**config.mk**
```make
export PLATFORM = sky130hd
export DESIGN_NAME = aad_pool
export DESIGN_NICKNAME = d
export VERILOG_FILES = /design/src/rtl/aad_pool_pkg.sv /design/src/rtl/aad_pair_cell.sv /design/src/rtl/aad_window_ctrl.sv /design/src/rtl/aad_normalizer.sv /design/src/rtl/aad_pool.sv
export SDC_FILE = /design/constraint.sdc
export NUM_CORES = 1
export LEC_CHECK = 0
export BUFFER_PORTS_ARGS = -buffer_cell sky130_fd_sc_hd__buf_2
export CELL_PAD_IN_SITES_DETAIL_PLACEMENT = 0
export CELL_PAD_IN_SITES_GLOBAL_PLACEMENT = 1
export CORE_AREA = 5 5 170 237
export CTS_CLUSTER_SIZE = 14
export DETAILED_ROUTE_END_ITERATION = 10
export DIE_AREA = 0 0 175 242
export PLACE_DENSITY_LB_ADDON = 0.08
export SLEW_MARGIN = 0
export SYNTH_ARGS = -nofsm -noshare
export SYNTH_HDL_FRONTEND = slang
export SYNTH_HIERARCHICAL = 1
export SYNTH_SLANG_ARGS = --single-unit
```
**constraint.sdc**
```tcl
create_clock -name clk_i -period 13 [get_ports clk_i]
set_input_delay 1.3 -clock clk_i [delete_from_list [all_inputs] [get_ports clk_i]]
set_output_delay 1.3 -clock clk_i [all_outputs]
set_load 0.05 [all_outputs]
```
**src/rtl/aad_pool_pkg.sv**
```systemverilog
package aad_pool_pkg;
  // ceil(2^frac / m): never below the true reciprocal, so rounding stays exact
  function automatic longint recip_ceil(input int m, input int frac);
    longint one;
    one = longint'(1) << frac;
    return (m < 2) ? 64'd0 : (one + longint'(m) - 1) / longint'(m);
  endfunction
endpackage

```
**src/rtl/aad_pair_cell.sv**
```systemverilog
module aad_pair_cell #(
  parameter int DATA_W = 8
) (
  input  logic signed [DATA_W-1:0] a_i,
  input  logic signed [DATA_W-1:0] b_i,
  output logic        [DATA_W:0]   dev_o
);
  logic signed [DATA_W+1:0] diff_x, sgn_x, prod;

  always_comb begin
    diff_x = {{2{a_i[DATA_W-1]}}, a_i} - {{2{b_i[DATA_W-1]}}, b_i};
    sgn_x  = diff_x[DATA_W+1] ? '1 : (DATA_W+2)'(1);
    prod   = diff_x * sgn_x;
    dev_o  = prod[DATA_W:0];

    abs_nonneg_chk: assert (prod[DATA_W+1] == 1'b0);
  end
endmodule

```
**src/rtl/aad_window_ctrl.sv**
```systemverilog
module aad_window_ctrl #(
  parameter int MAX_POOL   = 4,
  parameter int MAX_STRIDE = 8,
  localparam int PS_W = $clog2(MAX_POOL + 1),
  localparam int ST_W = $clog2(MAX_STRIDE + 1)
) (
  input  logic            clk_i,
  input  logic            rst_ni,
  input  logic            valid_i,
  input  logic [PS_W-1:0] pool_size_i,
  input  logic [ST_W-1:0] stride_i,
  output logic            fire_o
);
  logic [PS_W-1:0] fill_q, fill_n;
  logic [ST_W-1:0] phase_q, phase_n;
  logic            armed_q, hit;

  always_comb begin
    fill_n  = (fill_q == PS_W'(MAX_POOL)) ? fill_q : fill_q + 1'b1;
    phase_n = phase_q + 1'b1;
    hit     = armed_q ? (phase_n == stride_i) : (fill_n >= pool_size_i);
  end

  always_ff @(posedge clk_i or negedge rst_ni) begin
    if (!rst_ni) begin
      fill_q  <= '0;
      phase_q <= '0;
      armed_q <= 1'b0;
      fire_o  <= 1'b0;
    end else begin
      fire_o <= 1'b0;
      if (valid_i) begin
        fill_q <= fill_n;
        fire_o <= hit;
        if (hit) begin
          phase_q <= '0;
          armed_q <= 1'b1;
        end else if (armed_q) begin
          phase_q <= phase_n;
        end
      end
    end
  end


  phase_range_chk: assert property (@(posedge clk_i) disable iff (!rst_ni)
    phase_q < stride_i);

  fill_before_fire_chk: assert property (@(posedge clk_i) disable iff (!rst_ni)
    fire_o |-> fill_q >= pool_size_i);
endmodule

```
**src/rtl/aad_normalizer.sv**
```systemverilog
module aad_normalizer #(
  parameter int DATA_W   = 8,
  parameter int MAX_POOL = 4,
  parameter int SUM_W    = 12,
  parameter int FRAC_W   = 18,
  localparam int PS_W = $clog2(MAX_POOL + 1)
) (
  input  logic [SUM_W-1:0]  sum_i,
  input  logic [PS_W-1:0]   pool_size_i,
  output logic [DATA_W-1:0] val_o
);
  localparam int PROD_W = SUM_W + FRAC_W + 1;

  logic [FRAC_W-1:0] recip_tab [MAX_POOL+1];

  for (genvar p = 0; p <= MAX_POOL; p++) begin : g_recip
    assign recip_tab[p] = FRAC_W'(aad_pool_pkg::recip_ceil(p * (p - 1), FRAC_W));
  end

  logic [PROD_W-1:0] prod;
  logic [SUM_W:0]    quo;

  always_comb begin
    prod = PROD_W'(sum_i) * PROD_W'(recip_tab[pool_size_i]);
    prod = prod + (PROD_W'(1) << (FRAC_W - 1));
    quo  = prod[FRAC_W +: SUM_W+1];
    val_o = (quo > (SUM_W+1)'({DATA_W{1'b1}})) ? '1 : quo[DATA_W-1:0];
  end
endmodule

```
**src/rtl/aad_pool.sv**
```systemverilog
module aad_pool #(
  parameter int DATA_W     = 8,
  parameter int MAX_POOL   = 4,
  parameter int MAX_STRIDE = 8,
  localparam int PS_W   = $clog2(MAX_POOL + 1),
  localparam int ST_W   = $clog2(MAX_STRIDE + 1)
) (
  input  logic                     clk_i,
  input  logic                     rst_ni,
  input  logic [PS_W-1:0]          pool_size_i,
  input  logic [ST_W-1:0]          stride_i,
  input  logic                     in_valid_i,
  input  logic signed [DATA_W-1:0] in_data_i,
  output logic                     out_valid_o,
  output logic [DATA_W-1:0]        out_data_o
);
  localparam int NPAIR  = MAX_POOL * (MAX_POOL - 1) / 2;
  localparam int DEV_W  = DATA_W + 1;
  localparam int SUM_W  = DEV_W + $clog2(NPAIR + 1);
  localparam int FRAC_W = SUM_W + $clog2(2 * MAX_POOL * (MAX_POOL - 1)) + 1;

  logic signed [DATA_W-1:0] win_q [MAX_POOL];
  logic [DEV_W-1:0]  dev   [NPAIR];
  logic [NPAIR-1:0]  pair_en;
  logic [SUM_W-1:0]  sum_c, sum_q;
  logic              fire_q, sum_v_q;
  logic [DATA_W-1:0] norm_c;

  always_ff @(posedge clk_i or negedge rst_ni) begin
    if (!rst_ni) begin
      for (int k = 0; k < MAX_POOL; k++) win_q[k] <= '0;
    end else if (in_valid_i) begin
      win_q[0] <= in_data_i;
      for (int k = 1; k < MAX_POOL; k++) win_q[k] <= win_q[k-1];
    end
  end

  aad_window_ctrl #(.MAX_POOL(MAX_POOL), .MAX_STRIDE(MAX_STRIDE)) u_ctrl (
    .clk_i, .rst_ni, .valid_i(in_valid_i),
    .pool_size_i, .stride_i, .fire_o(fire_q)
  );

  // one cell per unordered pair; win_q[0] is the newest sample
  for (genvar i = 0; i < MAX_POOL - 1; i++) begin : g_row
    for (genvar j = i + 1; j < MAX_POOL; j++) begin : g_col
      localparam int IDX = i * MAX_POOL - i * (i + 1) / 2 + (j - i - 1);
      aad_pair_cell #(.DATA_W(DATA_W)) u_cell (
        .a_i(win_q[i]), .b_i(win_q[j]), .dev_o(dev[IDX])
      );
      assign pair_en[IDX] = (PS_W'(j) < pool_size_i);
    end
  end

  always_comb begin
    sum_c = '0;
    for (int p = 0; p < NPAIR; p++)
      if (pair_en[p]) sum_c = sum_c + SUM_W'(dev[p]);
  end

  aad_normalizer #(
    .DATA_W(DATA_W), .MAX_POOL(MAX_POOL), .SUM_W(SUM_W), .FRAC_W(FRAC_W)
  ) u_norm (
    .sum_i(sum_q), .pool_size_i, .val_o(norm_c)
  );

  always_ff @(posedge clk_i or negedge rst_ni) begin
    if (!rst_ni) begin
      sum_q       <= '0;
      sum_v_q     <= 1'b0;
      out_valid_o <= 1'b0;
      out_data_o  <= '0;
    end else begin
      sum_v_q     <= fire_q;
      out_valid_o <= sum_v_q;
      if (fire_q)  sum_q      <= sum_c;
      if (sum_v_q) out_data_o <= norm_c;
    end
  end


  valid_latency_chk: assert property (@(posedge clk_i) disable iff (!rst_ni)
    out_valid_o |-> $past(in_valid_i, 3));

  stride_gap_chk: assert property (@(posedge clk_i) disable iff (!rst_ni)
    (stride_i > 1 && out_valid_o) |=> !out_valid_o);

  cfg_legal_chk: assert property (@(posedge clk_i) disable iff (!rst_ni)
    pool_size_i >= 2 && pool_size_i <= PS_W'(MAX_POOL) &&
    stride_i >= 1 && stride_i <= ST_W'(MAX_STRIDE));
endmodule

```
==> metrics.cfg <==
[sta]
max_freq_ghz = 0.0944
rsz0062_at_grt = no
fin_setup_tns_ns = 0
worst_pin_slew_ns = 1.13
slew_violations = 0
min_period_over_period = 0.815
finalCriticalPeriod_ns = 10.59
fin_skew_ns = 0.0139
setup_viol = 0
finalHoldViolCount = 0
relSlewSlack = 0.242
setup_ws_ns = 2.41

[clock_tree]
numCtsBuffers = 9
cts_hold_buffers = 0
post-cts-setup-buffers = 0
clock_latency_ns = 0.36
clockRootBuffer = clkbuf_16
ctsResizeCount = 0
htreeDepth = 3
cts_buffer_depth = 2
cts.sinks = 63
cts_tree = yes
clk_pin_slew_ns = 0.06

[place]
place.gp.congestion = 0.843
preCtsSetupSlack_ns = 2.37
portBuffers = 26
hpwl_um = 37800
dp.cells = 2348

[synth]
synth.avg_cell_area_sq_um = 9.02
ys_ff_latch = 63
async_flop_share = 1.00
syn_nets = 2366
syn_area_sq_um = 16800
synth_enable_flop_cells = 0
synth_cells = 1868
yosysWarnings = 6
ys_seq_area_frac = 0.0936
ys_types = 92
synth_flop_cell = dfrtp_1

[route]
post_drt_wl_per_cell_um = 18.1
viasPerCell = 5.33
drt_iter0_drc = 470
drc_errors = 0
routed-via-count = 12600
firstDrtPassIters = 5
wl_um = 42900
ant_nets = 0

[global_route]
grt_remaining_overflow = 0
grt_pass1_wl_um = 69500
antenna_found_initial = 0
grt_max_degree = 64
grt_usage = 0.206
grt_pass1_vias = 13700

[critical_path]
crit_path_start_kind = register
critPathSlowestCell = fa_1
worst_ep_arrival_time_ns = 10.82
cp.required_ns = 13.23
crit_fanout = 7
slowest_delay_ns = 0.56
cp-end-kind = register
crit_top_cell = ha_1
crit_type = reg -> reg

[finish]
final_cells = 2364
utilization = 0.466
antenna_cells = 0
n_fill_cell = 3802
syn2layout_area_growth_pct = 5.39
layout.nets = 2379
layout-drive-gt1-share = 0.0944
seqCellArea_sq_um = 1580
multi_input_area_sq_um = 13800

[die]
fp.dieArea_sq_um = 42400
rows = 85
ios = 27
die_w_um = 175
die_height_um = 242
coreArea_sq_um = 38100
initial_utilization = 0.442

[flow_run]
maxCapViolations = 0

[worst_hold_path]
hold_path.class = reg -> reg

[status]
status = completed

-- worst max-delay path, delay by kind of cell (launching register included) --
kind / cells / cell delay, ns
fa+ha+maj: 14 / 5.09
compound gates: 13 / 2.83
simple gates: 7 / 1.16
flops: 1 / 0.41
buf+inv: 5 / 0.38
xor+xnor: 3 / 0.35
mux: 1 / 0.26
-- state kept, by name, indices dropped and copies added (netlist names) --
name / count
u_ctrl/fire_o: 1
u_ctrl/phase_q: 4
win_q: 32
out_data_o: 8
sum_q: 12
u_ctrl/armed_q: 1
out_valid_o: 1
u_ctrl/fill_q: 3
sum_v_q: 1
-- cells in the mapped netlist, types with 6 or more instances --
master     instances  area share
o21a_1            23       0.010
a21oi_2            8      0.0042
nand2b_1          19      0.0071
clkbuf_1          17      0.0038
ha_1             301        0.22
a211oi_1          14      0.0062
xnor2_1           94       0.049
o211ai_1           7      0.0031
and4_1             6      0.0031
fa_1             179        0.21
a21o_2             9      0.0047
a21oi_1           94       0.028
a31o_2             6      0.0031
nor3_1            17      0.0051
xor2_1            43       0.022
mux2_2            50       0.033
o22ai_1            6      0.0022
dfrtp_1           63       0.094
o21ai_1            6      0.0018
o21bai_1           8      0.0036
o21ai_0           51       0.015
nor2b_1           20      0.0074
inv_1            353       0.079
a21o_1            42       0.019
and2_1            43       0.016
nand2_1          114       0.025
nand4_1           16      0.0059
or3_1              7      0.0026
nand3_1           21      0.0062
nor2_1            69       0.015
o2111ai_1          9      0.0047
a211oi_2           9      0.0067
and3_1             9      0.0033
-- cells in the final DEF, fill, tap and decap left out, types with 6 or more instances in the layout --
master / synthesis / routed
o211ai_1: 7 / 7
a21oi_2: 8 / 8
o21ai_1: 6 / 6
nor3_1: 17 / 17
mux2_2: 50 / 50
a211oi_1: 14 / 14
and3_1: 9 / 9
nand3_1: 21 / 21
buf_2: 3 / 26
a21oi_1: 94 / 94
xnor2_1: 94 / 94
clkbuf_16: 0 / 9
xor2_1: 43 / 43
a21o_2: 9 / 9
and2_1: 43 / 43
o22ai_1: 6 / 6
nand2_1: 114 / 114
o2111ai_1: 9 / 9
fa_1: 179 / 179
a21o_1: 42 / 42
nor2_1: 69 / 69
and4_1: 6 / 6
nor2b_1: 20 / 20
inv_1: 353 / 353
dfrtp_1: 63 / 63
o21bai_1: 8 / 8
a211oi_2: 9 / 9
ha_1: 301 / 301
o21a_1: 23 / 23
nand4_1: 16 / 16
or3_1: 7 / 7
nand2b_1: 19 / 19
o21ai_0: 51 / 51
a31o_2: 6 / 6
-- per-layer routing --
| layer | wire length [um] | track usage | part of all wire |
|---|---|---|---|
| met3 | 588 | 0.0153 | 0.014 |
| met4 | 2690 | 0.115 | 0.063 |
| met5 | 0 | 0 | 0 |
| met1 | 15400 | 0.202 | 0.36 |
| met2 | 24300 | 0.418 | 0.57 |
-- cell type report --
class / count / share of cell area
Inverter: 357 / 0.0755
Sequential cell: 63 / 0.0888
Multi-Input combinational cell: 1419 / 0.777
Clock buffer: 9 / 0.0127
Clock inverter: 7 / 0.00275
Tap cell: 478 / 0.0337
Timing Repair Buffer: 31 / 0.00944
-- logic make-up after synthesis --
| kind of cell | share of synthesized area |
|---|---|
| compound gates | 0.152 |
| xor+xnor | 0.0760 |
| fa+ha+maj | 0.437 |
| buf+inv | 0.0873 |
| flops | 0.0936 |
| mux | 0.0377 |
| simple gates | 0.116 |
-- through the flow --
step | hold WS, ns | cell area [sq um]
6_report | 0.507 | 17800
5_1_grt | 0.527 | 17800
4_1_cts | 0.513 | 17800
3_5_place_dp | 0.499 | 17500
3_3_place_gp | 0.486 | 17500
2_1_floorplan | 0.352 | 16800
-- final timing paths --
path,start,to,slack [ns],cells after the start
hold / removal,out_data_o[5],out_data_o[5],0.51,1
setup / recovery,win_q[24],sum_q[11],2.41,43
setup reg to reg,win_q[24],sum_q[11],2.41,43
max in group asynchronous,rst_ni,sum_q[3],11.25,2
hold reg to reg,out_data_o[5],out_data_o[5],0.51,1
min in group asynchronous,rst_ni,out_data_o[2],1.11,2
Power is left out: the tool's default activity adds up to more than one toggle a clock period on the data nets, which glitch-free logic cannot reach.
